**src/rtl/fm0_frame_tx.sv**
```systemverilog
module fm0_frame_tx #(
  parameter int PRE_BITS = 16,
  parameter int IDX_W    = 10
) (
  input  logic             clk,
  input  logic             rst_n,
  input  logic             half_en,
  input  logic [7:0]       s_data,
  input  logic             s_valid,
  input  logic             s_last,
  output logic             s_ready,
  input  logic             err_en,
  input  logic [IDX_W-1:0] err_idx,
  output logic             line_out
);

  localparam int CNT_W = ($clog2(PRE_BITS + 1) > 5) ? $clog2(PRE_BITS + 1) : 5;
  localparam logic [7:0]  FLAG = 8'h7E;
  localparam logic [15:0] POLY = 16'h1021;

  typedef enum logic [2:0] {S_IDLE, S_PRE, S_SFLG, S_BODY, S_FCS, S_EFLG, S_DONE} st_t;

  st_t              st;
  logic             ph, line, cur;
  logic [CNT_W-1:0] cnt;
  logic [2:0]       ones, bidx;
  logic [15:0]      crc;
  logic [7:0]       sh, hold;
  logic             blast, hv, hlast, got_last, inj_on;
  logic [IDX_W-1:0] inj_at, dcnt;

  logic        take, do_stuff, raw, tbit, fcs_end, nbit;
  logic [15:0] crc_nx;

  assign s_ready  = !hv && !got_last;
  assign take     = s_valid && s_ready;
  assign line_out = line;
  assign do_stuff = (st == S_BODY || st == S_FCS) && ones == 3'd5;
  assign raw      = sh[bidx];
  assign tbit     = raw ^ (inj_on && dcnt == inj_at);
  assign fcs_end  = cnt[4];
  assign crc_nx   = {crc[14:0], 1'b0} ^ ((crc[15] ^ raw) ? POLY : 16'h0000);

  always_comb begin
    case (st)
      S_PRE:          nbit = 1'b1;
      S_SFLG, S_EFLG: nbit = FLAG[cnt[2:0]];
      S_BODY:         nbit = do_stuff ? 1'b0 : tbit;
      S_FCS:          nbit = do_stuff ? 1'b0 : (fcs_end ? FLAG[0] : ~crc[~cnt[3:0]]);
      default:        nbit = 1'b0;
    endcase
  end

  always_ff @(posedge clk) begin
    if (!rst_n) begin
      st <= S_IDLE; ph <= 1'b0; line <= 1'b0; cur <= 1'b0;
      cnt <= '0; ones <= '0; bidx <= '0; crc <= 16'hFFFF;
      sh <= '0; hold <= '0; blast <= 1'b0; hv <= 1'b0; hlast <= 1'b0;
      got_last <= 1'b0; inj_on <= 1'b0; inj_at <= '0; dcnt <= '0;
    end else begin
      if (take) begin
        hold <= s_data; hv <= 1'b1; hlast <= s_last;
        if (s_last) got_last <= 1'b1;
      end
      if (st == S_IDLE) begin
        if (take) begin
          st <= S_PRE; cnt <= '0; ph <= 1'b0;
          inj_on <= err_en; inj_at <= err_idx;
        end
      end else if (half_en) begin
        ph <= ~ph;
        if (ph) begin
          if (!cur) line <= ~line;
        end else if (st == S_DONE) begin
          line <= 1'b0; st <= S_IDLE; got_last <= 1'b0; ph <= 1'b0;
        end else begin
          line <= ~line;
          cur  <= nbit;
          case (st)
            S_PRE:
              if (cnt == CNT_W'(PRE_BITS - 1)) begin st <= S_SFLG; cnt <= '0; end
              else cnt <= cnt + CNT_W'(1);
            S_SFLG:
              if (cnt == CNT_W'(7)) begin
                st <= S_BODY; sh <= hold; blast <= hlast; hv <= 1'b0;
                bidx <= '0; ones <= '0; crc <= 16'hFFFF; dcnt <= '0;
              end else cnt <= cnt + CNT_W'(1);
            S_BODY:
              if (do_stuff) ones <= '0;
              else begin
                ones <= tbit ? ones + 3'd1 : 3'd0;
                crc  <= crc_nx;
                dcnt <= dcnt + IDX_W'(1);
                if (bidx == 3'd7) begin
                  if (blast) begin
                    st <= S_FCS; cnt <= '0;
                  end else if (hv) begin
                    sh <= hold; blast <= hlast; hv <= 1'b0; bidx <= '0;
                  end else begin
                    st <= S_FCS; cnt <= '0; got_last <= 1'b1;
                  end
                end else bidx <= bidx + 3'd1;
              end
            S_FCS:
              if (do_stuff) ones <= '0;
              else if (fcs_end) begin st <= S_EFLG; cnt <= CNT_W'(1); end
              else begin
                ones <= nbit ? ones + 3'd1 : 3'd0;
                cnt  <= cnt + CNT_W'(1);
              end
            S_EFLG:
              if (cnt == CNT_W'(7)) st <= S_DONE;
              else cnt <= cnt + CNT_W'(1);
            default: st <= S_IDLE;
          endcase
        end
      end
    end
  end

endmodule


```
**config.mk**
```make
export PLATFORM = sky130hd
export DESIGN_NAME = fm0_frame_tx
export DESIGN_NICKNAME = d
export VERILOG_FILES = /design/src/rtl/fm0_frame_tx.sv
export SDC_FILE = /design/constraint.sdc
export NUM_CORES = 1
export LEC_CHECK = 0
export ABC_AREA = 1
export BUFFER_PORTS_ARGS = -buffer_cell sky130_fd_sc_hd__buf_4
export CORE_AREA = 2 2 74 111
export DETAILED_ROUTE_END_ITERATION = 16
export DIE_AREA = 0 0 76 113
export GPL_TIMING_DRIVEN = 0
export PLACE_DENSITY = 0.8
export SETUP_SLACK_MARGIN = 0.3
export SLEW_MARGIN = 20
export SYNTH_ARGS = -nofsm -noshare
export SYNTH_HDL_FRONTEND = slang
export SYNTH_SLANG_ARGS = --single-unit
```
**constraint.sdc**
```tcl
create_clock -name clk -period 2 [get_ports clk]
set_input_delay 0.3 -clock clk [delete_from_list [all_inputs] [get_ports clk]]
set_output_delay 0.3 -clock clk [all_outputs]
set_load 0.005 [all_outputs]
```
==> out/qor.csv, run 1 <==
stage,metric,value,unit
global_route,first-pass GRT wire length,16.5,mm
floorplanning,# IOs,26,
clock_network,clk_lat worst skew,0.34,ns
finish,fin nets,688,
worst_setup_path,CP endpoint kind,flip-flop,
finish,area added between synthesis and finish,25.0,%
synthesis,Mapped Area,0.00405,mm²
sta,Final Setup Violations,0,
clock_network,CTS tree,done,
detailed_routing,via count,4057,
global_route,vias in the first global route,3826,
worst_setup_path,crit-path max FO,7,
power,Clock power frac,31.7,%
worst_setup_path,worst setup path class,flip-flop to flip-flop,
power,Comb power frac,31.2,%
power,Psw,1.72,mW
floorplanning,die width,76,µm
worst_hold_path,Hold Path Depth,3,
sta,Max-slew headroom,63.7,%
detailed_routing,# DRC,0,
power,VDD IR max,0.000699,V
finish,Antenna Cells,0,
sta,Tmin final,1.70,ns
worst_setup_path,FF-to-FF Start,cnt[0]$_SDFFE_PN0N_,
finish,multi-input combinational cell area,0.00234,mm²
floorplanning,Die ar.,0.00859,mm²
sta,FMAX,589,MHz
placement,post-DP HPWL,7.06,mm
floorplanning,Starting Density,53.5,%
finish,Final Instance Area,0.00506,mm²
synthesis,"FF+latch count, synth",75,
placement,Placement Setup Slack,0.0678,ns
worst_setup_path,R2R cell count,10,
power,Sw Ratio,35.2,%
clock_network,Clock Tree Root,clkbuf_16,
placement,gpl congestion,0.856,
clock_network,H-tree depth,3,
finish,utilization after layout,66.9,%
synthesis,Yosys Warn Count,0,
worst_setup_path,critical path launch point type,flip-flop,
worst_hold_path,Hold Path Class,input port to flip-flop,
sta,fin worst setup slack,0.301,ns
status,outcome,completed,
power,Power per Cell Area,966,mW/mm²
power,Int Power,3.16,mW
power,sequential power share,37.1,%
floorplanning,Core Region,0.00756,mm²
worst_hold_path,Hold EP,inj_at[0]$_SDFFE_PN0P_,
detailed_routing,Routed WL,10.2,mm
global_route,largest net degree at the start of global routing,13,
global_route,"Remaining Overflow, GRT",0,
clock_network,clk buf depth,2,
worst_setup_path,"Req. time, crit path",2.22,ns
worst_setup_path,R2R setup slack,0.30,ns
worst_hold_path,Hold Path Origin,err_idx[0],
sta,Final Hold Fails,0,
flow_run,max cap viols,0,
finish,FF/Latch Area,0.00152,mm²
clock_network,TritonCTS Buffers,9,
floorplanning,Die Height,113,µm
synthesis,average size of a mapped cell,6.74,µm²
detailed_routing,Starting DRT DRC Count,218,
synthesis,Synth cell types,38,
placement,Post-Place Cell Area,0.00436,mm²
synthesis,Mapped Nets,633,
detailed_routing,antenna-violating nets left,0,
detailed_routing,drt wl/cell,13.3,µm
clock_network,Clock Sinks,75,
synthesis,post-synthesis cell count,600,
sta,Worst Tran Pin Value,0.545,ns
global_route,GRT Total Usage,23.5,%
worst_setup_path,reg2reg end,dcnt[9]$_SDFFE_PN0P_,
power,Leak,2.32,nW
worst_setup_path,"Data arrival, critical path",1.92,ns
clock_network,Clock Pin Slew Worst Setup and Hold Paths,0.06,ns
sta,setup TNS,0,ns
placement,port bufs,25,
finish,Filler cells,624,
sta,clk_skew,0.00503,ns
finish,share of cells above drive strength 1,23.0,%
sta,fin crit share,84.9,%
sta,unrepaired setup endpoints after global routing,yes,
detailed_routing,drt first pass iters,4,
floorplanning,number of cell rows,39,
global_route,initial antenna violation count,0,
sta,Slew Limit Fails,0,
synthesis,"Seq/Total Area, Yosys",37.1,%
detailed_routing,via-per-instance ratio,5.32,
-- cells in the mapped netlist --
library cell / count / area, µm²
nor2_1: 75 / 282
clkbuf_1: 9 / 33.8
a31oi_1: 3 / 18.8
xnor2_1: 2 / 17.5
nor3b_1: 2 / 15.0
o21ai_1: 1 / 5.00
a21boi_0: 1 / 7.51
ha_1: 9 / 113
o211ai_2: 1 / 12.5
xor2_1: 4 / 35.0
o21ai_0: 47 / 235
nand2_1: 143 / 537
nor3_1: 5 / 25.0
nand3b_1: 1 / 7.51
buf_4: 1 / 7.51
nand2_2: 11 / 68.8
o32ai_1: 1 / 8.76
a211oi_1: 1 / 7.51
o21ai_4: 1 / 16.3
clkinv_1: 2 / 7.51
nand2_4: 3 / 33.8
nor2_2: 1 / 6.26
dfxtp_1: 75 / 1500
o211ai_1: 19 / 143
nor2_4: 3 / 33.8
inv_1: 80 / 300
nand4_1: 3 / 18.8
o221ai_1: 1 / 8.76
buf_6: 3 / 33.8
nor3_4: 3 / 48.8
a21oi_2: 1 / 8.76
nand3_1: 37 / 185
buf_2: 4 / 20.0
nand3_2: 2 / 20.0
a22oi_1: 1 / 7.51
inv_2: 6 / 22.5
a21oi_1: 37 / 185
o21ai_2: 1 / 8.76
-- metal layers --
| metal | GRT usage, % | wire length (µm) | vias up | share of wire (%) |
|---|---|---|---|---|
| met2 | 43.7 | 5350 | 101 | 53 |
| met5 | 0 | 0 | - | 0 |
| li1 | - | - | 2039 | - |
| met1 | 25.4 | 4120 | 1889 | 41 |
| met4 | 11.4 | 287 | 0 | 2.8 |
| met3 | 4.55 | 413 | 28 | 4.1 |
-- metrics by stage --
stage	hold WS (ns)	total power [mW]	std cells
floorplan	0.430	2.79	600
global placement	0.454	3.06	727
detailed placement	0.460	3.11	727
CTS	0.194	4.71	756
global route	0.221	5.18	762
finish	0.210	4.89	762
-- how the worst max path moves through the flow --
| stage | from | endpoint | slack [ns] | cells after the start |
|---|---|---|---|---|
| after floorplan | bidx[0]$_SDFFE_PN0P_ | flip-flop | 0.34 | 11 |
| final | cnt[0]$_SDFFE_PN0N_ | dcnt[9]$_SDFFE_PN0P_ | 0.30 | 10 |
| after global routing | st[1]$_SDFFE_PN0P_ | flip-flop | 0.22 | 13 |
| after CTS | cnt[1]$_SDFFE_PN0N_ | dcnt[9]$_SDFFE_PN0P_ | 0.25 | 10 |
| after detailed placement | bidx[0]$_SDFFE_PN0P_ | flip-flop | 0.07 | 11 |
| after global placement | bidx[0]$_SDFFE_PN0P_ | flip-flop | 0.07 | 11 |
-- cells by family (layout without fill, tap and decap cells) --
group,Yosys count,count (layout),synth area share [%]
AOI/OAI and AO/OA,116,116,16.6
xor gates and xnor gates,6,6,1.30
adders and majority gates,9,9,2.78
buffers and inverters,105,165,10.5
DFF,75,75,37.1
and+or+nand+nor,289,289,31.7
-- power by group through the flow --
| stage | Clock (mW) | Sequential [mW] | Combinational [mW] |
|---|---|---|---|
| 2_1_floorplan | 0 | 1.78 | 1.01 |
| 6_report | 1.55 | 1.81 | 1.52 |
| 4_1_cts | 1.57 | 1.79 | 1.35 |
| 3_5_place_dp | 0 | 1.81 | 1.30 |
| 5_1_grt | 1.64 | 1.83 | 1.71 |
| 3_3_place_gp | 0 | 1.80 | 1.26 |
-- final cells by class --
class	count	area share, %
Inverter	88	6.63
Clock inverter	3	0.421
Multi-Input combinational cell	420	46.3
Timing Repair Buffer	44	6.48
Tap cell	102	2.52
Sequential cell	75	30.1
Clock buffer	13	5.34
Buffer	17	2.25
-- critical path, cell delays in order (launching register included) --
cell     delay, ns
dfxtp_2       0.35
ha_4          0.16
nand2_4       0.07
nor3_4        0.16
nand2_2       0.10
nand2_4       0.10
nand2_8       0.09
nor3_4        0.22
nand3_2       0.11
o21ai_2       0.16
nor2_1        0.06
-- what timing repair did --
action / 4_1_cts / 5_1_grt
setup endpoints to repair: 45 / 60
buffers inserted: 13 / 5
hold buffers: 0 / 0
gates cloned: 0 / 1
resized for setup: 22 / 73
pin swaps: 12 / 24
-- sequential cells by signal, indices dropped and copies added (netlist names), 3 cells and up, named ones only --
signal and cells:
inj_at 10, ones 3, crc 16, hold 8, dcnt 10, st 3, bidx 3, sh 8
cnt 5
-- cell usage in the layout, fill, tap and decap left out, drive strengths merged, types with 20 or more instances in the layout --
master	synthesis	routed
o21ai	50	50
o211ai	20	20
inv	86	86
nor2	79	79
nand3	39	39
clkbuf	9	23
buf	8	51
dfxtp	75	75
a21oi	38	38
nand2	157	157
Power figures use the tool's default switching activity.
==> inputs of run 2 (changes only) <==
--- a/config.mk
+++ b/config.mk
@@ -11,7 +11,7 @@
 export DETAILED_ROUTE_END_ITERATION = 16
 export DIE_AREA = 0 0 76 113
 export GPL_TIMING_DRIVEN = 0
-export PLACE_DENSITY = 0.8
+export PLACE_DENSITY = 0.83
 export SETUP_SLACK_MARGIN = 0.3
 export SLEW_MARGIN = 20
 export SYNTH_ARGS = -nofsm -noshare
==> constraint.sdc (replaced) <==
create_clock -name clk -period 1.4 [get_ports clk]
set_input_delay 0.21 -clock clk [delete_from_list [all_inputs] [get_ports clk]]
set_output_delay 0.21 -clock clk [all_outputs]
set_load 0.005 [all_outputs]
==> run 2 against run 1 <==
The run now ends with negative setup slack left. Total power rose by 66%. Sequential share of layout area is 3.6 points lower. Worst hold slack worse by 0.11 ns. Core utilization grew 9.6 points. Die area stayed put. Maximum frequency is 12% lower. Global-route usage increased by 3.5 points. Flip-flop and latch count stayed put. Clock skew grew 0.0088 ns. Non-clock buffer count rose by 21. Final cell count rose by 2.9%. Sequential power grew 46%.
==> out/qor.csv, run 2 (synthesis results as in run 1) <==
stage,metric,value,unit,change
finish,FF/Latch Area,0.00153,mm²,+0.82%
global_route,initial antenna violation count,0,,unchanged
clock_network,Clock Tree Root,clkbuf_16,,
finish,fin nets,710,,+3.2%
sta,clk_skew,0.0138,ns,+0.00878 ns
detailed_routing,drt first pass iters,8,,+4
finish,largest registers,"crc (16), dcnt (10), inj_at (10)",,
floorplanning,Starting Density,53.5,%,unchanged
clock_network,H-tree depth,3,,unchanged
clock_network,TritonCTS Buffers,9,,unchanged
finish,Final Instance Area,0.00578,mm²,+14%
detailed_routing,via count,4857,,+20%
worst_setup_path,Worst path max stage delay,0.36,ns,about the same
finish,"Most flops, register",crc,,
global_route,first-pass GRT wire length,18.8,mm,+14%
global_route,vias in the first global route,4224,,+10%
worst_setup_path,critical path launch point type,flip-flop,,
status,outcome,finished with violations,,
worst_hold_path,Hold Path Origin,s_data[3],,
sta,Tmin final,1.94,ns,+0.237 ns
placement,Placement Setup Slack,-0.437,ns,-0.505 ns
sta,Final Setup Violations,66,,+66
placement,gpl congestion,0.868,,+1.5%
floorplanning,Die Height,113,µm,unchanged
finish,Filler cells,420,,-33%
floorplanning,Core Region,0.00756,mm²,unchanged
worst_hold_path,Hold Path Depth,3,,unchanged
worst_setup_path,CP endpoint kind,flip-flop,,
clock_network,hold bufs inserted after CTS,0,,unchanged
sta,Max-slew headroom,51.3,%,-12 points
worst_setup_path,Crit-path slowest cell,dfxtp_2,,
status,failing checks,negative setup slack,,
clock_network,Clock Sinks,75,,unchanged
detailed_routing,Starting DRT DRC Count,526,,+140%
sta,Slew Limit Fails,0,,unchanged
finish,Antenna Cells,0,,unchanged
finish,"commonest non-fill, non-tap cell in the layout",nand2_1,,
clock_network,Clock Pin Slew Worst Setup and Hold Paths,0.06,ns,about the same
worst_setup_path,crit-path max FO,7,,unchanged
worst_setup_path,reg2reg end,bidx[0]$_SDFFE_PN0P_,,
finish,area added between synthesis and finish,42.9,%,
sta,fin crit share,138,%,+53 points
worst_setup_path,"Data arrival, critical path",2.18,ns,+0.26 ns
finish,multi-input combinational cell area,0.00271,mm²,+16%
placement,port bufs,25,,unchanged
detailed_routing,Routed WL,15.0,mm,+48%
clock_network,CTS tree,done,,
worst_setup_path,critical path's most frequent cell,nand2_4,,
placement,post-DP HPWL,7.31,mm,+3.4%
sta,Final Hold Fails,0,,unchanged
power,Power Total,8.11,mW,+66%
power,VDD IR max,0.00125,V,+79%
finish,most frequent cells in the layout,"115 x nand2_1, 70 x inv_1, 63 x nor2_1",,
sta,unrepaired setup endpoints after global routing,yes,,
worst_setup_path,worst setup path class,flip-flop to flip-flop,,
sta,setup TNS,-23.31,ns,-23.31 ns
worst_hold_path,Hold Path Class,input port to flip-flop,,
worst_hold_path,Hold EP,hold[3]$_SDFFE_PN0P_,,
worst_setup_path,R2R setup slack,-0.54,ns,-0.84 ns
floorplanning,Die ar.,0.00859,mm²,unchanged
finish,max reg flops,16,,unchanged
sta,FMAX,517,MHz,-12%
sta,fin worst setup slack,-0.535,ns,-0.837 ns
global_route,"Remaining Overflow, GRT",0,,unchanged
worst_setup_path,crit path cell chain,"ha_4, nand2_4, nor3_4, nand2_2, nand2_4, nand2_8, buf_4, a21oi_4, inv_2, a21oi_2, nor2_1",,
power,Leak,2.62,nW,+13%
sta,Worst Tran Pin Value,0.731,ns,+0.186 ns
floorplanning,die width,76,µm,unchanged
global_route,largest net degree at the start of global routing,16,,+3
worst_setup_path,FF-to-FF Start,cnt[0]$_SDFFE_PN0N_,,
clock_network,clk buf depth,2,,unchanged
clock_network,clk_lat worst skew,0.36,ns,+0.02 ns
placement,Post-Place Cell Area,0.00453,mm²,+3.9%
flow_run,max cap viols,0,,unchanged
detailed_routing,# DRC,0,,unchanged
detailed_routing,drt wl/cell,19.2,µm,+44%
finish,share of cells above drive strength 1,37.1,%,+14 points
detailed_routing,antenna-violating nets left,0,,unchanged
floorplanning,# IOs,26,,unchanged
detailed_routing,via-per-instance ratio,6.20,,+16%
global_route,GRT Total Usage,27.0,%,+3.5 points
floorplanning,number of cell rows,39,,unchanged
worst_setup_path,R2R cell count,11,,+1
power,Power per Cell Area,1400,mW/mm²,+45%
worst_setup_path,"Req. time, crit path",1.64,ns,-0.58 ns
==> run 2: changes by cell type in the layout (fill, tap and decap cells not counted), sizes merged <==
cell      change
nand2         +1
clkinv        +1
inv           +2
buf          +23
clkbuf        -6
clkinvlp      +1
==> run 2: through the flow <==
step | std cells | hold WS (ns) | util [%]
6_report | 784 | 0.0972 | 76.5
5_1_grt | 784 | 0.111 | 76.5
4_1_cts | 760 | 0.0940 | 69.2
3_5_place_dp | 727 | 0.444 | 59.9
3_3_place_gp | 727 | 0.439 | 59.9
2_1_floorplan | 600 | 0.339 | -
==> run 2: layout make-up <==
class                           count  share of cell area, %
Timing Repair Buffer               65                   10.4
Clock inverter                      7                   1.06
Clock buffer                        9                   3.89
Inverter                           88                   6.36
Multi-Input combinational cell    421                   46.9
Sequential cell                    75                   26.5
Tap cell                          102                   2.21
Buffer                             17                   2.68
==> run 2: worst max path at each step <==
stage / start / to / slack [ns] / cells past startpoint
floorplan: cnt[0]$_SDFFE_PN0N_ / dcnt[3]$_SDFFE_PN0P_ / -0.19 / 11
global placement: cnt[0]$_SDFFE_PN0N_ / dcnt[3]$_SDFFE_PN0P_ / -0.41 / 11
detailed placement: cnt[1]$_SDFFE_PN0N_ / dcnt[2]$_SDFFE_PN0P_ / -0.44 / 11
CTS: cnt[1]$_SDFFE_PN0N_ / dcnt[9]$_SDFFE_PN0P_ / -0.39 / 10
global route: st[1]$_SDFFE_PN0P_ / flip-flop / -0.57 / 13
finish: cnt[0]$_SDFFE_PN0N_ / bidx[0]$_SDFFE_PN0P_ / -0.54 / 11
==> run 2: per-layer routing <==
| layer | track usage, % | up-vias | share of wire, % |
|---|---|---|---|
| met5 | 0 | - | 0 |
| met4 | 14.4 | 0 | 8.4 |
| met3 | 6.30 | 138 | 7.7 |
| met2 | 49.4 | 367 | 50 |
| met1 | 28.6 | 2259 | 34 |
| li1 | - | 2093 | - |
==> run 2: worst max-delay path, delay by kind of cell (launching register included) <==
| kind | cells | cell delay, ns |
|---|---|---|
| flip-flops | 1 | 0.36 |
| buffers and inverters | 2 | 0.25 |
| AO/OA/AOI/OAI | 2 | 0.34 |
| adder cells (fa/ha/maj) | 1 | 0.16 |
| AND/OR/NAND/NOR | 6 | 0.72 |
==> run 2: power breakdown <==
group	switching [mW]	total [mW]	internal, mW
Sequential	0.249	2.64	2.39
Clock	1.04	2.27	1.23
Combinational	2.01	3.20	1.19
==> run 2: what timing repair did <==
item / in CTS / in global routing
pin swaps: 18 / 36
setup endpoints to repair: 76 / 76
buffers inserted: 15 / 21
gates resized for setup: 93 / 94
cloned: 2 / 3
